<file path="config.mk">
export PLATFORM = sky130hd
export DESIGN_NAME = tick_alarm_watch
export DESIGN_NICKNAME = d
export VERILOG_FILES = /design/src/rtl/tae_pkg.sv /design/src/rtl/tae_flag_fsm.sv /design/src/rtl/tae_evt_decode.sv /design/src/rtl/tae_alarm_cmp.sv /design/src/rtl/tae_regs.sv /design/src/rtl/tick_alarm_watch.sv
export SDC_FILE = /design/constraint.sdc
export NUM_CORES = 1
export LEC_CHECK = 0
export ABC_AREA = 1
export BUFFER_PORTS_ARGS = -buffer_cell sky130_fd_sc_hd__buf_2
export CORE_MARGIN = 2
export CORE_UTILIZATION = 40
export CTS_CLUSTER_DIAMETER = 40
export DETAILED_ROUTE_END_ITERATION = 10
export GPL_TIMING_DRIVEN = 0
export PLACE_DENSITY = 0.65
export REMOVE_ABC_BUFFERS = 1
export SKIP_LAST_GASP = 1
export SLEW_MARGIN = 20
export SYNTH_ARGS = -nofsm -noshare
export SYNTH_HDL_FRONTEND = slang
export SYNTH_HIERARCHICAL = 1
export SYNTH_SLANG_ARGS = --single-unit
export TNS_END_PERCENT = 20
</file>
<file path="constraint.sdc">
create_clock -name clk -period 1.6 [get_ports clk]
set_input_delay 0.08 -clock clk [delete_from_list [all_inputs] [get_ports clk]]
set_output_delay 0.08 -clock clk [all_outputs]
set_load 0.005 [all_outputs]
</file>
<file path="src/rtl/tae_pkg.sv">
package tae_pkg;

    localparam int FLAG_N   = 4;
    localparam int FL_ALM   = 0;
    localparam int FL_SEC   = 1;
    localparam int FL_TIM   = 2;
    localparam int FL_CAL   = 3;
    localparam int STAT_LSB = 1;

    localparam int A_SEL  = 0;
    localparam int A_TALM = 1;
    localparam int A_CALM = 2;
    localparam int A_STAT = 3;
    localparam int A_CLR  = 4;
    localparam int A_IEN  = 5;
    localparam int A_IDIS = 6;
    localparam int A_MASK = 7;

    localparam logic [31:0] SEL_WMASK  = 32'h0000_000F;
    localparam logic [31:0] TALM_WMASK = 32'h00FF_FFFF;
    localparam logic [31:0] CALM_WMASK = 32'hBF9F_0000;

    typedef enum logic [1:0] {
        TEV_MINUTE   = 2'd0,
        TEV_HOUR     = 2'd1,
        TEV_MIDNIGHT = 2'd2,
        TEV_NOON     = 2'd3
    } tev_sel_e;

    typedef enum logic [1:0] {
        CEV_WEEK  = 2'd0,
        CEV_MONTH = 2'd1,
        CEV_YEAR  = 2'd2,
        CEV_NONE  = 2'd3
    } cev_sel_e;

    typedef enum logic {
        FLG_IDLE = 1'b0,
        FLG_SET  = 1'b1
    } flag_state_e;

    typedef struct packed {
        logic [6:0] sec;
        logic       sec_en;
        logic [6:0] min;
        logic       min_en;
        logic [5:0] hour;
        logic       pm;
        logic       hour_en;
        logic [4:0] month;
        logic       month_en;
        logic [5:0] date;
        logic       date_en;
    } alm_cfg_t;

endpackage

</file>
<file path="src/rtl/tae_flag_fsm.sv">
module tae_flag_fsm
    import tae_pkg::*;
(
    input  logic clk,
    input  logic rst_n,
    input  logic set_i,
    input  logic clr_i,
    output logic flag_o
);

    flag_state_e state_q;
    flag_state_e state_d;

    always_ff @(posedge clk or negedge rst_n) begin
        if (!rst_n) state_q <= FLG_IDLE;
        else        state_q <= state_d;
    end

    always_comb begin
        state_d = state_q;
        unique case (state_q)
            FLG_IDLE: if (set_i)           state_d = FLG_SET;   // SET_ON_EVENT
            FLG_SET:  if (clr_i && !set_i) state_d = FLG_IDLE;  // CLEAR_ON_CMD
        endcase
    end

    always_comb begin
        unique case (state_q)
            FLG_IDLE: flag_o = 1'b0;
            FLG_SET:  flag_o = 1'b1;
        endcase
    end

endmodule

</file>
<file path="src/rtl/tae_evt_decode.sv">
module tae_evt_decode
    import tae_pkg::*;
#(
    parameter logic [2:0] MONDAY_CODE = 3'd1
) (
    input  logic [6:0] sec,
    input  logic [6:0] min,
    input  logic [5:0] hour,
    input  logic [2:0] wday,
    input  logic [5:0] date,
    input  logic [4:0] month,
    input  tev_sel_e   tev_sel,
    input  cev_sel_e   cev_sel,
    output logic       tev_hit,
    output logic       cev_hit
);

    localparam logic [5:0] HOUR_NOON = 6'h12;
    localparam logic [5:0] DATE_ONE  = 6'h01;
    localparam logic [4:0] MONTH_JAN = 5'h01;

    logic sec_zero;
    logic min_zero;
    logic day_start;

    assign sec_zero  = (sec == '0);
    assign min_zero  = (min == '0);
    assign day_start = sec_zero && min_zero && (hour == '0);

    always_comb begin
        unique case (tev_sel)
            TEV_MINUTE:   tev_hit = sec_zero;
            TEV_HOUR:     tev_hit = sec_zero && min_zero;
            TEV_MIDNIGHT: tev_hit = day_start;
            TEV_NOON:     tev_hit = sec_zero && min_zero && (hour == HOUR_NOON);
        endcase
    end

    always_comb begin
        unique case (cev_sel)
            CEV_WEEK:  cev_hit = day_start && (wday == MONDAY_CODE);
            CEV_MONTH: cev_hit = day_start && (date == DATE_ONE);
            CEV_YEAR:  cev_hit = day_start && (date == DATE_ONE) && (month == MONTH_JAN);
            CEV_NONE:  cev_hit = 1'b0;
        endcase
    end

endmodule

</file>
<file path="src/rtl/tae_alarm_cmp.sv">
module tae_alarm_cmp
    import tae_pkg::*;
(
    input  logic [6:0] sec,
    input  logic [6:0] min,
    input  logic [5:0] hour,
    input  logic       pm,
    input  logic [5:0] date,
    input  logic [4:0] month,
    input  alm_cfg_t   cfg,
    output logic       match
);

    logic any_en;
    logic sec_ok;
    logic min_ok;
    logic hour_ok;
    logic month_ok;
    logic date_ok;

    assign any_en   = cfg.sec_en | cfg.min_en | cfg.hour_en | cfg.month_en | cfg.date_en;
    assign sec_ok   = !cfg.sec_en   || (sec == cfg.sec);
    assign min_ok   = !cfg.min_en   || (min == cfg.min);
    assign hour_ok  = !cfg.hour_en  || ((hour == cfg.hour) && (pm == cfg.pm));
    assign month_ok = !cfg.month_en || (month == cfg.month);
    assign date_ok  = !cfg.date_en  || (date == cfg.date);
    assign match    = any_en && sec_ok && min_ok && hour_ok && month_ok && date_ok;

endmodule

</file>
<file path="src/rtl/tae_regs.sv">
module tae_regs
    import tae_pkg::*;
#(
    parameter int ADDR_W = 3
) (
    input  logic              clk,
    input  logic              rst_n,
    input  logic              wr,
    input  logic [ADDR_W-1:0] addr,
    input  logic [31:0]       wdata,
    input  logic [FLAG_N-1:0] flags,
    output logic [31:0]       rdata,
    output tev_sel_e          tev_sel,
    output cev_sel_e          cev_sel,
    output alm_cfg_t          alm,
    output logic [FLAG_N-1:0] clr_o,
    output logic [FLAG_N-1:0] mask_o
);

    logic [31:0]       sel_q;
    logic [31:0]       talm_q;
    logic [31:0]       calm_q;
    logic [FLAG_N-1:0] mask_q;
    logic              hit_sel, hit_talm, hit_calm, hit_clr, hit_ien, hit_idis;
    logic [FLAG_N-1:0] wbits;
    logic [FLAG_N-1:0] mset;
    logic [FLAG_N-1:0] mclr;

    assign hit_sel  = wr && (addr == ADDR_W'(A_SEL));
    assign hit_talm = wr && (addr == ADDR_W'(A_TALM));
    assign hit_calm = wr && (addr == ADDR_W'(A_CALM));
    assign hit_clr  = wr && (addr == ADDR_W'(A_CLR));
    assign hit_ien  = wr && (addr == ADDR_W'(A_IEN));
    assign hit_idis = wr && (addr == ADDR_W'(A_IDIS));

    assign wbits = wdata[STAT_LSB +: FLAG_N];
    assign clr_o = hit_clr  ? wbits : '0;
    assign mset  = hit_ien  ? wbits : '0;
    assign mclr  = hit_idis ? wbits : '0;

    always_ff @(posedge clk or negedge rst_n) begin
        if (!rst_n) begin
            sel_q  <= '0;
            talm_q <= '0;
            calm_q <= '0;
            mask_q <= '0;
        end else begin
            if (hit_sel)  sel_q  <= wdata & SEL_WMASK;
            if (hit_talm) talm_q <= wdata & TALM_WMASK;
            if (hit_calm) calm_q <= wdata & CALM_WMASK;
            mask_q <= (mask_q | mset) & ~mclr;
        end
    end

    assign mask_o  = mask_q;
    assign tev_sel = tev_sel_e'(sel_q[1:0]);
    assign cev_sel = cev_sel_e'(sel_q[3:2]);

    assign alm.sec      = talm_q[6:0];
    assign alm.sec_en   = talm_q[7];
    assign alm.min      = talm_q[14:8];
    assign alm.min_en   = talm_q[15];
    assign alm.hour     = talm_q[21:16];
    assign alm.pm       = talm_q[22];
    assign alm.hour_en  = talm_q[23];
    assign alm.month    = calm_q[20:16];
    assign alm.month_en = calm_q[23];
    assign alm.date     = calm_q[29:24];
    assign alm.date_en  = calm_q[31];

    always_comb begin
        rdata = '0;
        case (addr)
            ADDR_W'(A_SEL):  rdata = sel_q;
            ADDR_W'(A_TALM): rdata = talm_q;
            ADDR_W'(A_CALM): rdata = calm_q;
            ADDR_W'(A_STAT): rdata = 32'(flags) << STAT_LSB;
            ADDR_W'(A_MASK): rdata = 32'(mask_q) << STAT_LSB;
            default:         rdata = '0;
        endcase
    end

endmodule

</file>
<file path="src/rtl/tick_alarm_watch.sv">
module tick_alarm_watch
    import tae_pkg::*;
#(
    parameter int         ADDR_W      = 3,
    parameter logic [2:0] MONDAY_CODE = 3'd1
) (
    input  logic              clk,
    input  logic              rst_n,
    input  logic              adv_stb,
    input  logic [6:0]        now_sec,
    input  logic [6:0]        now_min,
    input  logic [5:0]        now_hour,
    input  logic              now_pm,
    input  logic [2:0]        now_wday,
    input  logic [5:0]        now_date,
    input  logic [4:0]        now_month,
    input  logic              reg_wr,
    input  logic [ADDR_W-1:0] reg_addr,
    input  logic [31:0]       reg_wdata,
    output logic [31:0]       reg_rdata,
    output logic              irq
);

    tev_sel_e          tev_sel;
    cev_sel_e          cev_sel;
    alm_cfg_t          alm;
    logic [FLAG_N-1:0] clr_v;
    logic [FLAG_N-1:0] mask_q;
    logic [FLAG_N-1:0] set_v;
    logic [FLAG_N-1:0] flag_q;
    logic [4:0]        alm_en;
    logic              tev_hit;
    logic              cev_hit;
    logic              alm_hit;

    tae_regs #(.ADDR_W(ADDR_W)) u_regs (
        .clk     (clk),
        .rst_n   (rst_n),
        .wr      (reg_wr),
        .addr    (reg_addr),
        .wdata   (reg_wdata),
        .flags   (flag_q),
        .rdata   (reg_rdata),
        .tev_sel (tev_sel),
        .cev_sel (cev_sel),
        .alm     (alm),
        .clr_o   (clr_v),
        .mask_o  (mask_q)
    );

    tae_evt_decode #(.MONDAY_CODE(MONDAY_CODE)) u_dec (
        .sec     (now_sec),
        .min     (now_min),
        .hour    (now_hour),
        .wday    (now_wday),
        .date    (now_date),
        .month   (now_month),
        .tev_sel (tev_sel),
        .cev_sel (cev_sel),
        .tev_hit (tev_hit),
        .cev_hit (cev_hit)
    );

    tae_alarm_cmp u_alm (
        .sec   (now_sec),
        .min   (now_min),
        .hour  (now_hour),
        .pm    (now_pm),
        .date  (now_date),
        .month (now_month),
        .cfg   (alm),
        .match (alm_hit)
    );

    assign alm_en = {alm.sec_en, alm.min_en, alm.hour_en, alm.month_en, alm.date_en};

    assign set_v[FL_ALM] = adv_stb && alm_hit;
    assign set_v[FL_SEC] = adv_stb;
    assign set_v[FL_TIM] = adv_stb && tev_hit;
    assign set_v[FL_CAL] = adv_stb && cev_hit;

    for (genvar g = 0; g < FLAG_N; g++) begin : g_flag
        tae_flag_fsm u_flag (
            .clk    (clk),
            .rst_n  (rst_n),
            .set_i  (set_v[g]),
            .clr_i  (clr_v[g]),
            .flag_o (flag_q[g])
        );
    end

    assign irq = |(flag_q & mask_q);

endmodule

</file>
==> impl_metrics.ini <==
[setup_path]
worstPathRequired_ps = 1520
worstSetupPathType = in -> out
cp_cell_sequence = buf_2 > clkinv_1 > nand3_4 > nor2_1 > nor2_1 > nand2_1 > buf_2
path_buf_inv = 3
cp-start-kind = primary input
worstSetupEndpointType = output pin
reg2reg_setup_slack_ps = 260
crit_fanout = 15
cpPeakStageDelay_ps = 330
worst_r2r_startpoint = u_regs/talm_q[3]
timing.rr.end = g_flag[0].u_flag/state_q
rr_worst_depth = 12
crit_slowest_cell = clkinv_1
crit_family = buffers and inverters
cp.arrival_ps = 1310

[floorplanning]
die-area_um2 = 9170
die_w_um = 95.8
num_io_pins = 107
core_area_um2 = 8180
start_util = 0.412
die_y_um = 95.8
row_count = 33

[timing]
finalCritPeriodShare = 0.870
rsz0062_at_grt = false
hold_violations = 0
drv_slew = 0
max-slew-margin-rel = 0.568
final.min_clock_period_ps = 1390
worst_pin_slew_ps = 648
clock.fmax_mhz = 718
skew_ps = 5.56
setup_viol = 0

[finish]
fill_cells = 857
fin_area_um2 = 4250
multi_input_area_um2 = 1660
final_nets = 746
drive_gt1_frac = 0.184
area_growth_pct = 26.0
ff_latch_area_um2 = 1230
instances_no_fill = 778
diodes = 0

[grt]
grt_pass1_wl_um = 14200
grt_usage = 0.198
grt-ovfl-total = 0
grt_max_degree = 50
grt_antenna_before_repair = 0
grt_pass1_vias = 3243

[drt]
ant_nets = 0
wirelength_um = 8920
num_vias = 3533
initialDrtViolationCount = 166
post-route-drc-count = 0
wl_per_cell_um = 11.5
vias_per_cell = 4.54
firstDrtPassIters = 4

[synthesis]
synth_warnings = 6
yosysTopAreaCell = dfrtp_1
seq_area_frac_synth = 0.364
yosys-top-cells-area = dfrtp_1, nand2_1, inv_1
syn-instance-count = 553
syn_area_um2 = 3370
synth_seq_cells = 49
avgSynthCellArea_um2 = 6.09
synth_top_area_frac = 0.364
synth_cell_types = 28

[clocking]
cts.htree.levels = 2
cts_sinks = 49
cts_made_buffers = 5
clockBufferDepth = 2
insertion_delay_ps = 300
cts_tree = done
cts_root_buf = clkbuf_8
clk_pin_slew_worst_paths_ps = 90

[worst_hold_path]
hold_start = reg_wdata[26]
holdCritPathClass = in -> reg
min_to = u_regs/calm_q[26]
hold_path_depth = 3

[power_and_ir_drop]
p_leak_nw = 2.61
power.density_nw_per_um2 = 846
vdd_drop_max_mv = 0.408

[placement]
hpwl_um = 6510
place_congestion = 0.866
place_area_um2 = 3910
port_buffers = 104
place_inst = 748

[outcome]
status = finished clean

[run]
maxCapViolCount = 0
-- layout by cell type (no fill, tap or decap), drive strengths merged --
| cell type | synthesis | layout |
|---|---|---|
| a21oi | 6 | 6 |
| buf | 13 | 106 |
| bufinv | 0 | 1 |
| clkbuf | 1 | 7 |
| clkinv | 1 | 1 |
| conb | 1 | 1 |
| dfrtp | 49 | 49 |
| dlygate4sd3 | 0 | 19 |
| inv | 102 | 102 |
| nand2 | 250 | 250 |
| nand3 | 31 | 31 |
| nand3b | 1 | 1 |
| nand4 | 7 | 7 |
| nor2 | 68 | 69 |
| nor3 | 7 | 7 |
| o21ai | 3 | 3 |
| or2 | 2 | 2 |
| xnor2 | 4 | 4 |
| xor2 | 7 | 7 |
-- worst register-to-register path: cells and delay by family (launching register included) --
kind | cells | cell delay [ps]
AND/OR/NAND/NOR | 8 | 640
flip-flops | 1 | 400
buffers and inverters | 3 | 130
AO/OA/AOI/OAI | 1 | 130
-- cell type report --
cell class	instances	area share
multi-input combinational	388	0.390
sequential	49	0.289
timing repair buffer	125	0.172
inverter	103	0.0911
tap	105	0.0309
clock buffer	7	0.0203
clock inverter	1	0.00707
-- power breakdown --
| part | internal [W] | switching (W) | leakage, nW |
|---|---|---|---|
| logic | 0.000419 | 0.000545 | 1.95 |
| clock network | 0.000510 | 0.000417 | 0.0585 |
| registers | 0.00147 | 0.000230 | 0.604 |
| total | 0.00240 | 0.00119 | 2.61 |
-- kinds of logic (layout without fill, tap and decap cells) --
kind of cell / Yosys count / in the layout / synth area share
simple gates: 366 / 367 / 0.444
buf+inv: 117 / 236 / 0.147
flops: 49 / 49 / 0.364
xor+xnor: 11 / 11 / 0.0286
compound gates: 9 / 9 / 0.0145
other cells: 1 / 1 / 0.00111
-- sequential cells by signal (all words and copies together) (netlist names) --
register	count
u_regs/sel_q	4
u_regs/talm_q	24
u_regs/calm_q	13
u_regs/mask_o	4
g_flag.u_flag/state_q	4
-- metrics by stage --
stage | hold slack [ps] | setup slack, ps | setup TNS, ps | util | total power, W
3_3_place_gp | 281 | -422 | -6810 | 0.478 | 0.00262
4_1_cts | 0.680 | 56.3 | 0 | 0.517 | 0.00362
6_report | 4.34 | 208 | 0 | 0.519 | 0.00359
5_1_grt | 3.85 | 114 | 0 | 0.519 | 0.00386
2_1_floorplan | -216 | 294 | 0 | - | 0.00227
3_5_place_dp | 154 | -493 | -8010 | 0.479 | 0.00265
-- metal layers --
metal  routed length [um]  vias to the layer above  GRT usage
met1                 3960                     1577      0.256
met4                  146                        0     0.0619
li1                     -                     1851          -
met2                 4320                       93      0.339
met3                  490                       12     0.0313
met5                    0                        -          0
-- synth_stat cells --
| library cell | number |
|---|---|
| nand2_1 | 249 |
| inv_1 | 101 |
| nor2_1 | 63 |
| dfrtp_1 | 49 |
| nand3_1 | 30 |
| nand4_1 | 7 |
| xor2_1 | 7 |
| a21oi_1 | 6 |
| nor3_1 | 6 |
| buf_6 | 5 |
| buf_2 | 4 |
| buf_4 | 4 |
| nor2_2 | 4 |
| xnor2_1 | 4 |
| clkbuf_1 | 1 |
| clkinv_1 | 1 |
| conb_1 | 1 |
| inv_2 | 1 |
| nand2_4 | 1 |
| nand3_4 | 1 |
| nand3b_1 | 1 |
| nor2_4 | 1 |
| nor3_4 | 1 |
| o21ai_0 | 1 |
| o21ai_1 | 1 |
| o21ai_2 | 1 |
| or2_0 | 1 |
| or2_1 | 1 |
-- worst max path at each step --
stage | cells after the start | slack (ps) | endpoint | startpoint
floorplan | 6 | 290 | u_regs/calm_q[16] | reg_addr[0]
global placement | 7 | -420 | u_regs/calm_q[29] | reg_addr[0]
detailed placement | 7 | -490 | u_regs/calm_q[28] | reg_addr[0]
CTS | 7 | 60 | reg_rdata[25] | reg_addr[0]
global route | 11 | 110 | g_flag[0].u_flag/state_q | u_regs/talm_q[10]
finish | 7 | 210 | reg_rdata[3] | reg_addr[2]
-- timing repair --
item / 4_1_cts / 5_1_grt
hold buffers: 19 / 0
gates resized for setup: 1 / 0
endpoints found under the setup margin: 21 / 7
gates cloned: 0 / 1
endpoints found under the hold margin: 68 / 0
pin swaps: 0 / 1
setup buffers: 0 / 2
Note: power is estimated with default switching activity, not from simulation.
